[src/rtl/fsp_pkg.sv]
package fsp_pkg;
  typedef enum logic {
    PWR_DOWN = 1'b0,
    PWR_UP   = 1'b1
  } pwr_state_e;

  localparam int unsigned SYNC_TX  = 0;
  localparam int unsigned SYNC_RX  = 1;
  localparam int unsigned NUM_SYNC = 2;

  // transmit-sync counter: 0, 1, then saturates at 2 (output open)
  typedef logic [1:0] txcnt_t;
  localparam txcnt_t TX_OPEN = 2'd2;
endpackage

[src/rtl/fsp_edge_det.sv]
module fsp_edge_det #(
  parameter int unsigned LANES = 2
) (
  input  logic             clk,
  input  logic             rst_n,
  input  logic [LANES-1:0] lvl_i,
  output logic [LANES-1:0] rise_o
);
  for (genvar g = 0; g < LANES; g++) begin : g_lane
    logic prev_q;
    always_ff @(posedge clk or negedge rst_n) begin
      if (!rst_n) prev_q <= 1'b0;
      else        prev_q <= lvl_i[g];
    end
    assign rise_o[g] = lvl_i[g] & ~prev_q;
  end
endmodule

[src/rtl/fsp_ctl_filter.sv]
module fsp_ctl_filter #(
  parameter int unsigned HOLD_CYCLES = 8
) (
  input  logic clk,
  input  logic rst_n,
  input  logic ctl_i,
  output logic force_off_o
);
  localparam int unsigned CW = $clog2(HOLD_CYCLES + 1);
  localparam logic [CW-1:0] LIMIT = CW'(HOLD_CYCLES);

  logic [CW-1:0] run_q;

  always_ff @(posedge clk or negedge rst_n) begin
    if (!rst_n)            run_q <= '0;
    else if (!ctl_i)       run_q <= '0;
    else if (run_q != LIMIT) run_q <= run_q + 1'b1;
  end

  assign force_off_o = (run_q == LIMIT);
endmodule

[src/rtl/fsp_idle_timer.sv]
module fsp_idle_timer #(
  parameter int unsigned IDLE_CYCLES = 4096
) (
  input  logic clk,
  input  logic rst_n,
  input  logic run_i,
  input  logic restart_i,
  output logic expired_o
);
  localparam int unsigned CW = $clog2(IDLE_CYCLES + 1);
  localparam logic [CW-1:0] LIMIT = CW'(IDLE_CYCLES);

  logic [CW-1:0] cnt_q;

  always_ff @(posedge clk or negedge rst_n) begin
    if (!rst_n)                 cnt_q <= '0;
    else if (!run_i || restart_i) cnt_q <= '0;
    else if (cnt_q != LIMIT)    cnt_q <= cnt_q + 1'b1;
  end

  assign expired_o = (cnt_q == LIMIT);
endmodule

[src/rtl/fsp_state.sv]
module fsp_state
  import fsp_pkg::*;
(
  input  logic                clk,
  input  logic                rst_n,
  input  logic                force_off_i,
  input  logic [NUM_SYNC-1:0] rise_i,
  input  logic                expired_i,
  output logic                up_o,
  output logic                tx_open_o
);
  pwr_state_e state_q, state_d;
  txcnt_t     txc_q, txc_d;
  logic       any_rise;

  assign any_rise = |rise_i;

  always_comb begin
    state_d = state_q;
    if (force_off_i)              state_d = PWR_DOWN;
    else if (state_q == PWR_DOWN) state_d = any_rise ? PWR_UP : PWR_DOWN;
    else if (expired_i && !any_rise) state_d = PWR_DOWN;
  end

  always_comb begin
    txc_d = txc_q;
    if (state_d == PWR_DOWN)                      txc_d = '0;
    else if (rise_i[SYNC_TX] && txc_q != TX_OPEN) txc_d = txc_q + 1'b1;
  end

  always_ff @(posedge clk or negedge rst_n) begin
    if (!rst_n) begin
      state_q <= PWR_DOWN;
      txc_q   <= '0;
    end else begin
      state_q <= state_d;
      txc_q   <= txc_d;
    end
  end

  assign up_o      = (state_q == PWR_UP);
  assign tx_open_o = (txc_q == TX_OPEN);
endmodule

[src/rtl/fs_power_ctrl.sv]
module fs_power_ctrl
  import fsp_pkg::*;
#(
  parameter int unsigned IDLE_CYCLES = 4096,
  parameter int unsigned HOLD_CYCLES = 8
) (
  input  logic clk,
  input  logic rst_n,
  input  logic pwr_off_i,
  input  logic tx_fs_i,
  input  logic rx_fs_i,
  output logic powered_up_o,
  output logic tx_output_allowed_o,
  output logic dout_hiz_o,
  output logic analog_pd_o
);
  logic [NUM_SYNC-1:0] sync_lvl, sync_rise;
  logic force_off, expired, up, tx_open;

  assign sync_lvl[SYNC_TX] = tx_fs_i;
  assign sync_lvl[SYNC_RX] = rx_fs_i;

  fsp_edge_det #(.LANES(NUM_SYNC)) u_edge (
    .clk(clk), .rst_n(rst_n), .lvl_i(sync_lvl), .rise_o(sync_rise)
  );

  fsp_ctl_filter #(.HOLD_CYCLES(HOLD_CYCLES)) u_ctl (
    .clk(clk), .rst_n(rst_n), .ctl_i(pwr_off_i), .force_off_o(force_off)
  );

  fsp_idle_timer #(.IDLE_CYCLES(IDLE_CYCLES)) u_idle (
    .clk(clk), .rst_n(rst_n), .run_i(up), .restart_i(|sync_rise),
    .expired_o(expired)
  );

  fsp_state u_fsm (
    .clk(clk), .rst_n(rst_n), .force_off_i(force_off), .rise_i(sync_rise),
    .expired_i(expired), .up_o(up), .tx_open_o(tx_open)
  );

  assign powered_up_o        = up;
  assign tx_output_allowed_o = tx_open;
  assign dout_hiz_o          = ~tx_open;
  assign analog_pd_o         = ~up;
endmodule

[config.mk]
export PLATFORM = sky130hd
export DESIGN_NAME = fs_power_ctrl
export DESIGN_NICKNAME = d
export VERILOG_FILES = /design/src/rtl/fsp_pkg.sv /design/src/rtl/fsp_edge_det.sv /design/src/rtl/fsp_ctl_filter.sv /design/src/rtl/fsp_idle_timer.sv /design/src/rtl/fsp_state.sv /design/src/rtl/fs_power_ctrl.sv
export SDC_FILE = /design/constraint.sdc
export NUM_CORES = 1
export LEC_CHECK = 0
export BUFFER_PORTS_ARGS = -buffer_cell sky130_fd_sc_hd__buf_4
export CAP_MARGIN = 25
export CORE_ASPECT_RATIO = 1.25
export CORE_UTILIZATION = 54
export DETAILED_ROUTE_END_ITERATION = 10
export GPL_ROUTABILITY_DRIVEN = 0
export HOLD_SLACK_MARGIN = 0.1
export PLACE_DENSITY = 0.71
export REMOVE_ABC_BUFFERS = 1
export SYNTH_ARGS = -nofsm -noshare
export SYNTH_HDL_FRONTEND = slang
export SYNTH_HIERARCHICAL = 1
export SYNTH_SLANG_ARGS = --single-unit
export TNS_END_PERCENT = 5
[constraint.sdc]
create_clock -name clk -period 4.5 [get_ports clk]
set_clock_uncertainty 0.05 [all_clocks]
set_input_delay 0.225 -clock clk [delete_from_list [all_inputs] [get_ports clk]]
set_output_delay 0.225 -clock clk [all_outputs]
set_load 0.01 [all_outputs]
==> results.json, run 1 <==
{
  "synth-simple-area-share": 0.299,
  "yosysWarnings": 6,
  "fin_nets": 148,
  "cp_max_fo": 11,
  "synth.avg_cell_area_um2": 9.86,
  "die_h_um": 55.2,
  "max_slew_margin": 0.546,
  "ys_async_sr_fraction": 1.00,
  "htreeDepth": 1,
  "worst_setup_path_start_kind": "input port",
  "synth_largest_area_cell": "dfrtp_1",
  "synth_area_mm2": 0.00122,
  "p_per_area_mw_per_mm2": 315,
  "fmax_ghz": 0.526,
  "synth_area_leaders": "dfrtp_1, ha_1, mux2i_1, nand2_1, inv_1",
  "synthMuxAreaShare": 0.0491,
  "dpl.hpwl_mm": 1.59,
  "yosysTopAreaCellShare": 0.450,
  "instances_no_fill": 167,
  "routed_via_density": 5.35,
  "coreArea_mm2": 0.00205,
  "cts_sinks": 22,
  "hold_viol_final": 0,
  "cts_root_buf": "clkbuf_4",
  "synth-edff-count": 0,
  "diodes": 0,
  "dieArea_mm2": 0.00246,
  "first_pass_iters": 4,
  "ys_seq_area_frac": 0.450,
  "synth-compound-area-share": 0.0757,
  "synthAdderAreaFrac": 0.0512,
  "whs_ns": 0.271,
  "clk_path_buf_depth": 2,
  "final_antenna_net_count": 0,
  "start_util": 0.596,
  "timing.hold.worst.class": "input port to async pin",
  "final_max_slew_viol_count": 0,
  "ys_types": 36,
  "cp_data_arrival_time_ns": 2.08,
  "setup_viol": 0,
  "tns_ns": 0,
  "wire_per_inst_um": 12.9,
  "area.growth.synth_to_final_pct": 13.3,
  "gr-usage-all-layers": 0.207,
  "fin_crit_sh": 0.423,
  "cts_resized": 0,
  "tightest_slew_ns": 0.680,
  "synth-main-ff-cell": "dfrtp_1",
  "status": "finished clean",
  "dpl.cell_count": 159,
  "rows": 18,
  "drc": 0,
  "peakVddDrop_mv": 0.210,
  "wl_mm": 2.16,
  "cts_made_buffers": 3,
  "port_buffers": 8,
  "critPathKind": "input port to flop",
  "synth_top_family_by_area": "simple AND/OR/NAND/NOR gates",
  "crit_path_end_kind": "flop",
  "cts_tree": "yes",
  "die_w_um": 44.6,
  "overflow": 0,
  "drv_cap": 0,
  "synth_xor_area_frac": 0.0287,
  "vias": 893,
  "grt_pass1_wl_mm": 3.62,
  "clk_pin_slew_ns": 0.12,
  "startpoint": "rx_fs_i",
  "grt_start_max_net_pins": 23,
  "synth_seq_cells": 22,
  "rsz0062_at_grt": "no",
  "drtIter0Drc": 13,
  "period_minus_slack_ns": 1.90,
  "crit_required_ns": 4.68,
  "syn_inst": 124,
  "pin_count": 9,
  "drive_gt1_frac": 0.168,
  "clk_latency_ns": 0.31,
  "antenna_found_initial": 0,
  "total_leakage_power_nw": 0.643,
  "grt_pass1_vias": 890,
  "r2r_start": "u_idle/cnt_q[0]"
}
## path summary, 6_finish.rpt
check | cells past startpoint | to | slack, ns
min in group clk | 2 | u_fsm/txc_q[0] | 0.49
min | 2 | u_idle/cnt_q[4] | 0.27
max in group asynchronous | 2 | u_idle/cnt_q[9] | 3.89
max | 7 | u_idle/cnt_q[2] | 2.60
min reg2reg | 2 | u_fsm/txc_q[0] | 0.49
max reg2reg | 7 | u_fsm/txc_q[1] | 2.75
## cells in the mapped netlist, types with 2 or more instances
cell type and number:
dfrtp_1 22, nand2_1 14, inv_1 12, a21oi_1 7, mux2i_1 6, nand3_1 6
ha_1 5, nor2_1 4, o21ai_0 4, and2_1 3, clkbuf_1 3, nand2b_1 3
nor4_1 3, nand2b_4 2, nor2b_1 2, nor2b_4 2, nor4b_1 2, o31ai_1 2
or3_2 2, or4_1 2, xnor2_1 2, xor2_1 2
## timing repair
item | CTS | global route
hold endpoints to repair | 25 | 0
hold buffers | 4 | 0
buffers inserted | 0 | 0
## per-stage QoR
stage          area, µm²  power, mW  utilization  worst slack [ns]
2_1_floorplan       1210      0.295            -              2.96
5_1_grt             1390      0.462        0.676              2.51
4_1_cts             1390      0.443        0.676              2.62
3_3_place_gp        1310      0.325        0.639              2.78
3_5_place_dp        1310      0.329        0.639              2.73
6_report            1390      0.436        0.676              2.60
## cell usage in the layout (no fill, tap or decap), drive strengths merged, types with 2 or more instances in the layout
cell / count
dfrtp: 22
nand2: 14
inv: 12
buf: 8
a21oi: 8
nand3: 7
mux2i: 6
ha: 5
nand2b: 5
dlygate4sd3: 4
o21ai: 4
nor2: 4
clkbuf: 4
nor2b: 4
and2: 3
nor4: 3
xnor2: 2
nor4b: 2
o31ai: 2
or4: 2
or3: 2
xor2: 2
nand3b: 2
and3: 2
nand4: 2
## logic make-up after synthesis
group / count (synthesis)
and+or+nand+nor: 56
DFF: 22
AOI/OAI and AO/OA: 16
buffers and inverters: 15
muxes: 6
adders and majority gates: 5
xor gates and xnor gates: 4
## worst max-delay path: stages
cell           delay (ns)
dlygate4sd3_1        0.53
buf_4                0.14
nor2b_4              0.11
or2_1                0.23
nor2b_1              0.54
nand3b_1             0.14
o22ai_1              0.16
## flip-flops by register name, indices dropped and copies added, names as in the netlist
register and cells:
u_ctl/run_q 4, u_edge/g_lane.prev_q 2, u_fsm/txc_q 2, u_fsm/up_o 1, u_idle/cnt_q 13
## layer usage
layer	up-vias	GRT usage	wire length, µm
met5	-	0	0
met4	0	0.131	31
met3	4	0.0292	43
met2	11	0.385	1150
met1	431	0.217	935
li1	447	-	-
## cell type report
cell class                 instances  area (µm²)
sequential                        22         551
clock buffer                       4        36.3
inverter                          12        45.0
tap                               30        37.5
fill                             159         664
multi-input combinational         87         616
timing repair buffer              12         100
## report_power, final
part           total [mW]  internal (mW)  switching (mW)
combinational      0.0965         0.0460          0.0505
clock               0.110         0.0494          0.0601
sequential          0.230          0.214          0.0162
total               0.436          0.309           0.127
Note: power is estimated with default switching activity, not from simulation.
==> run 2, diff against run 1 <==
==> constraint.sdc (replaced) <==
create_clock -name clk -period 1.9 [get_ports clk]
set_clock_uncertainty 0.05 [all_clocks]
set_input_delay 0.095 -clock clk [delete_from_list [all_inputs] [get_ports clk]]
set_output_delay 0.095 -clock clk [all_outputs]
set_load 0.01 [all_outputs]
==> results.json, run 2 (synthesis results as in run 1) <==
{
  "fin_nets": 149,
  "top_register": "u_idle/cnt_q",
  "internal-power_uw": 735,
  "worst_path_max_delay_cell": "dfrtp_1",
  "critPathMaxStageDelay_ns": 0.45,
  "setup_viol": 0,
  "fmax_ghz": 0.587,
  "p_seq_frac": 0.530,
  "largest_register_ffs": 13,
  "die_w_um": 44.6,
  "dpl.hpwl_mm": 1.58,
  "drc": 0,
  "crit_required_ns": 2.05,
  "drive_gt1_frac": 0.174,
  "final_max_slew_viol_count": 0,
  "diodes": 0,
  "timing.hold.worst.class": "input port to async pin",
  "whs_ns": 0.144,
  "status": "finished clean",
  "drtIter0Drc": 10,
  "instances_no_fill": 168,
  "final_common_cell": "dfrtp_1",
  "path_depth": 7,
  "wire_per_inst_um": 12.3,
  "vias": 906,
  "peakVddDrop_mv": 0.711,
  "critPathKind": "flop to flop",
  "layout_setup_ws_ns": 0.195,
  "period_minus_slack_ns": 1.70,
  "fin_crit_sh": 0.897,
  "dpl.cell_count": 160,
  "die_h_um": 55.2,
  "dpl_cell_area_mm2": 0.00132,
  "power_mw": 1.03,
  "htreeDepth": 1,
  "crit_chain": "inv_1 -> ha_1 -> nor4b_1 -> and3_1 -> nand2b_4 -> a21o_1 -> nor2_1",
  "cp_data_arrival_time_ns": 1.85,
  "hold_viol_final": 0,
  "grt_start_max_net_pins": 23,
  "drv_cap": 0,
  "grt_pass1_vias": 883,
  "max_slew_margin": 0.787,
  "dieArea_mm2": 0.00246,
  "cts_sinks": 22,
  "cp_num_buf_inv": 1,
  "pwr-share-comb": 0.224,
  "crit_path_end_kind": "flop",
  "overflow": 0,
  "largestRegisters": "u_idle/cnt_q (13), u_ctl/run_q (4)",
  "p_per_area_mw_per_mm2": 739,
  "first_pass_iters": 4,
  "gr-usage-all-layers": 0.202,
  "fin_area_mm2": 0.00139,
  "most-common-layout-cells": "dfrtp_1, nand2_1, inv_1",
  "total_leakage_power_nw": 0.648,
  "area.growth.synth_to_final_pct": 13.9,
  "antenna_found_initial": 0,
  "pin_count": 9,
  "post-place-ws_ns": 0.200,
  "cts_made_buffers": 3,
  "wl_mm": 2.07,
  "power_frac_clock": 0.246,
  "final_antenna_net_count": 0,
  "start_util": 0.596,
  "rsz0062_at_grt": "no",
  "cp_max_fo": 6,
  "clk_pin_slew_ns": 0.12,
  "reg2regPathDepth": 7,
  "cts_resized": 0,
  "net-switching-power_uw": 295,
  "cts_tree": "yes",
  "clk_path_buf_depth": 2,
  "port_buffers": 8,
  "tns_ns": 0,
  "routed_via_density": 5.39,
  "coreArea_mm2": 0.00205,
  "fin_util": 0.679,
  "path_delay_family": "simple AND/OR/NAND/NOR gates",
  "clk_latency_ns": 0.30,
  "swShare": 0.286,
  "tightest_slew_ns": 0.316,
  "worst_setup_path_start_kind": "flop",
  "grt_pass1_wl_mm": 3.57,
  "rows": 18,
  "cts_root_buf": "clkbuf_4"
}
## run 2: cell types whose count changed in the layout (fill, tap and decap cells not counted)
cell	change
buf_4	+1
## run 2: worst paths after layout
check	from	end	slack [ns]
setup / recovery	u_idle/cnt_q[0]	u_fsm/txc_q[1]	0.20
hold / removal	rst_n	u_idle/cnt_q[3]	0.14
setup reg to reg	u_idle/cnt_q[0]	u_fsm/txc_q[1]	0.20
hold reg to reg	u_fsm/txc_q[0]	u_fsm/txc_q[0]	0.48
max in group asynchronous	rst_n	u_ctl/run_q[0]	1.44
min in group clk	tx_fs_i	u_edge/g_lane[0].prev_q	0.39
## run 2: timing repair
| action | 4_1_cts | 5_1_grt |
|---|---|---|
| hold endpoints to repair | 28 | 0 |
| hold buffers | 4 | 0 |
| buffers inserted | 0 | 0 |
## run 2: power groups by stage
| stage | clock network, mW | registers (mW) | logic (mW) |
|---|---|---|---|
| after CTS | 0.267 | 0.544 | 0.233 |
| after global placement | 0 | 0.551 | 0.218 |
| after detailed placement | 0 | 0.554 | 0.226 |
| after global routing | 0.285 | 0.551 | 0.263 |
| final | 0.253 | 0.545 | 0.231 |
| after floorplan | 0 | 0.545 | 0.154 |
## run 2: layer usage
layer,vias to the layer above,GRT usage,share of wire,routed length (µm)
li1,450,-,-,-
met4,0,0.0859,0.011,22
met2,13,0.395,0.54,1130
met5,-,0,0,0
met3,4,0.0292,0.016,34
met1,439,0.213,0.43,883
## run 2: layout make-up
class	instances	area (µm²)
Sequential cell	22	551
Clock buffer	4	36.3
Tap cell	30	37.5
Inverter	12	45.0
Fill cell	162	657
Multi-Input combinational cell	87	616
Timing Repair Buffer	13	108
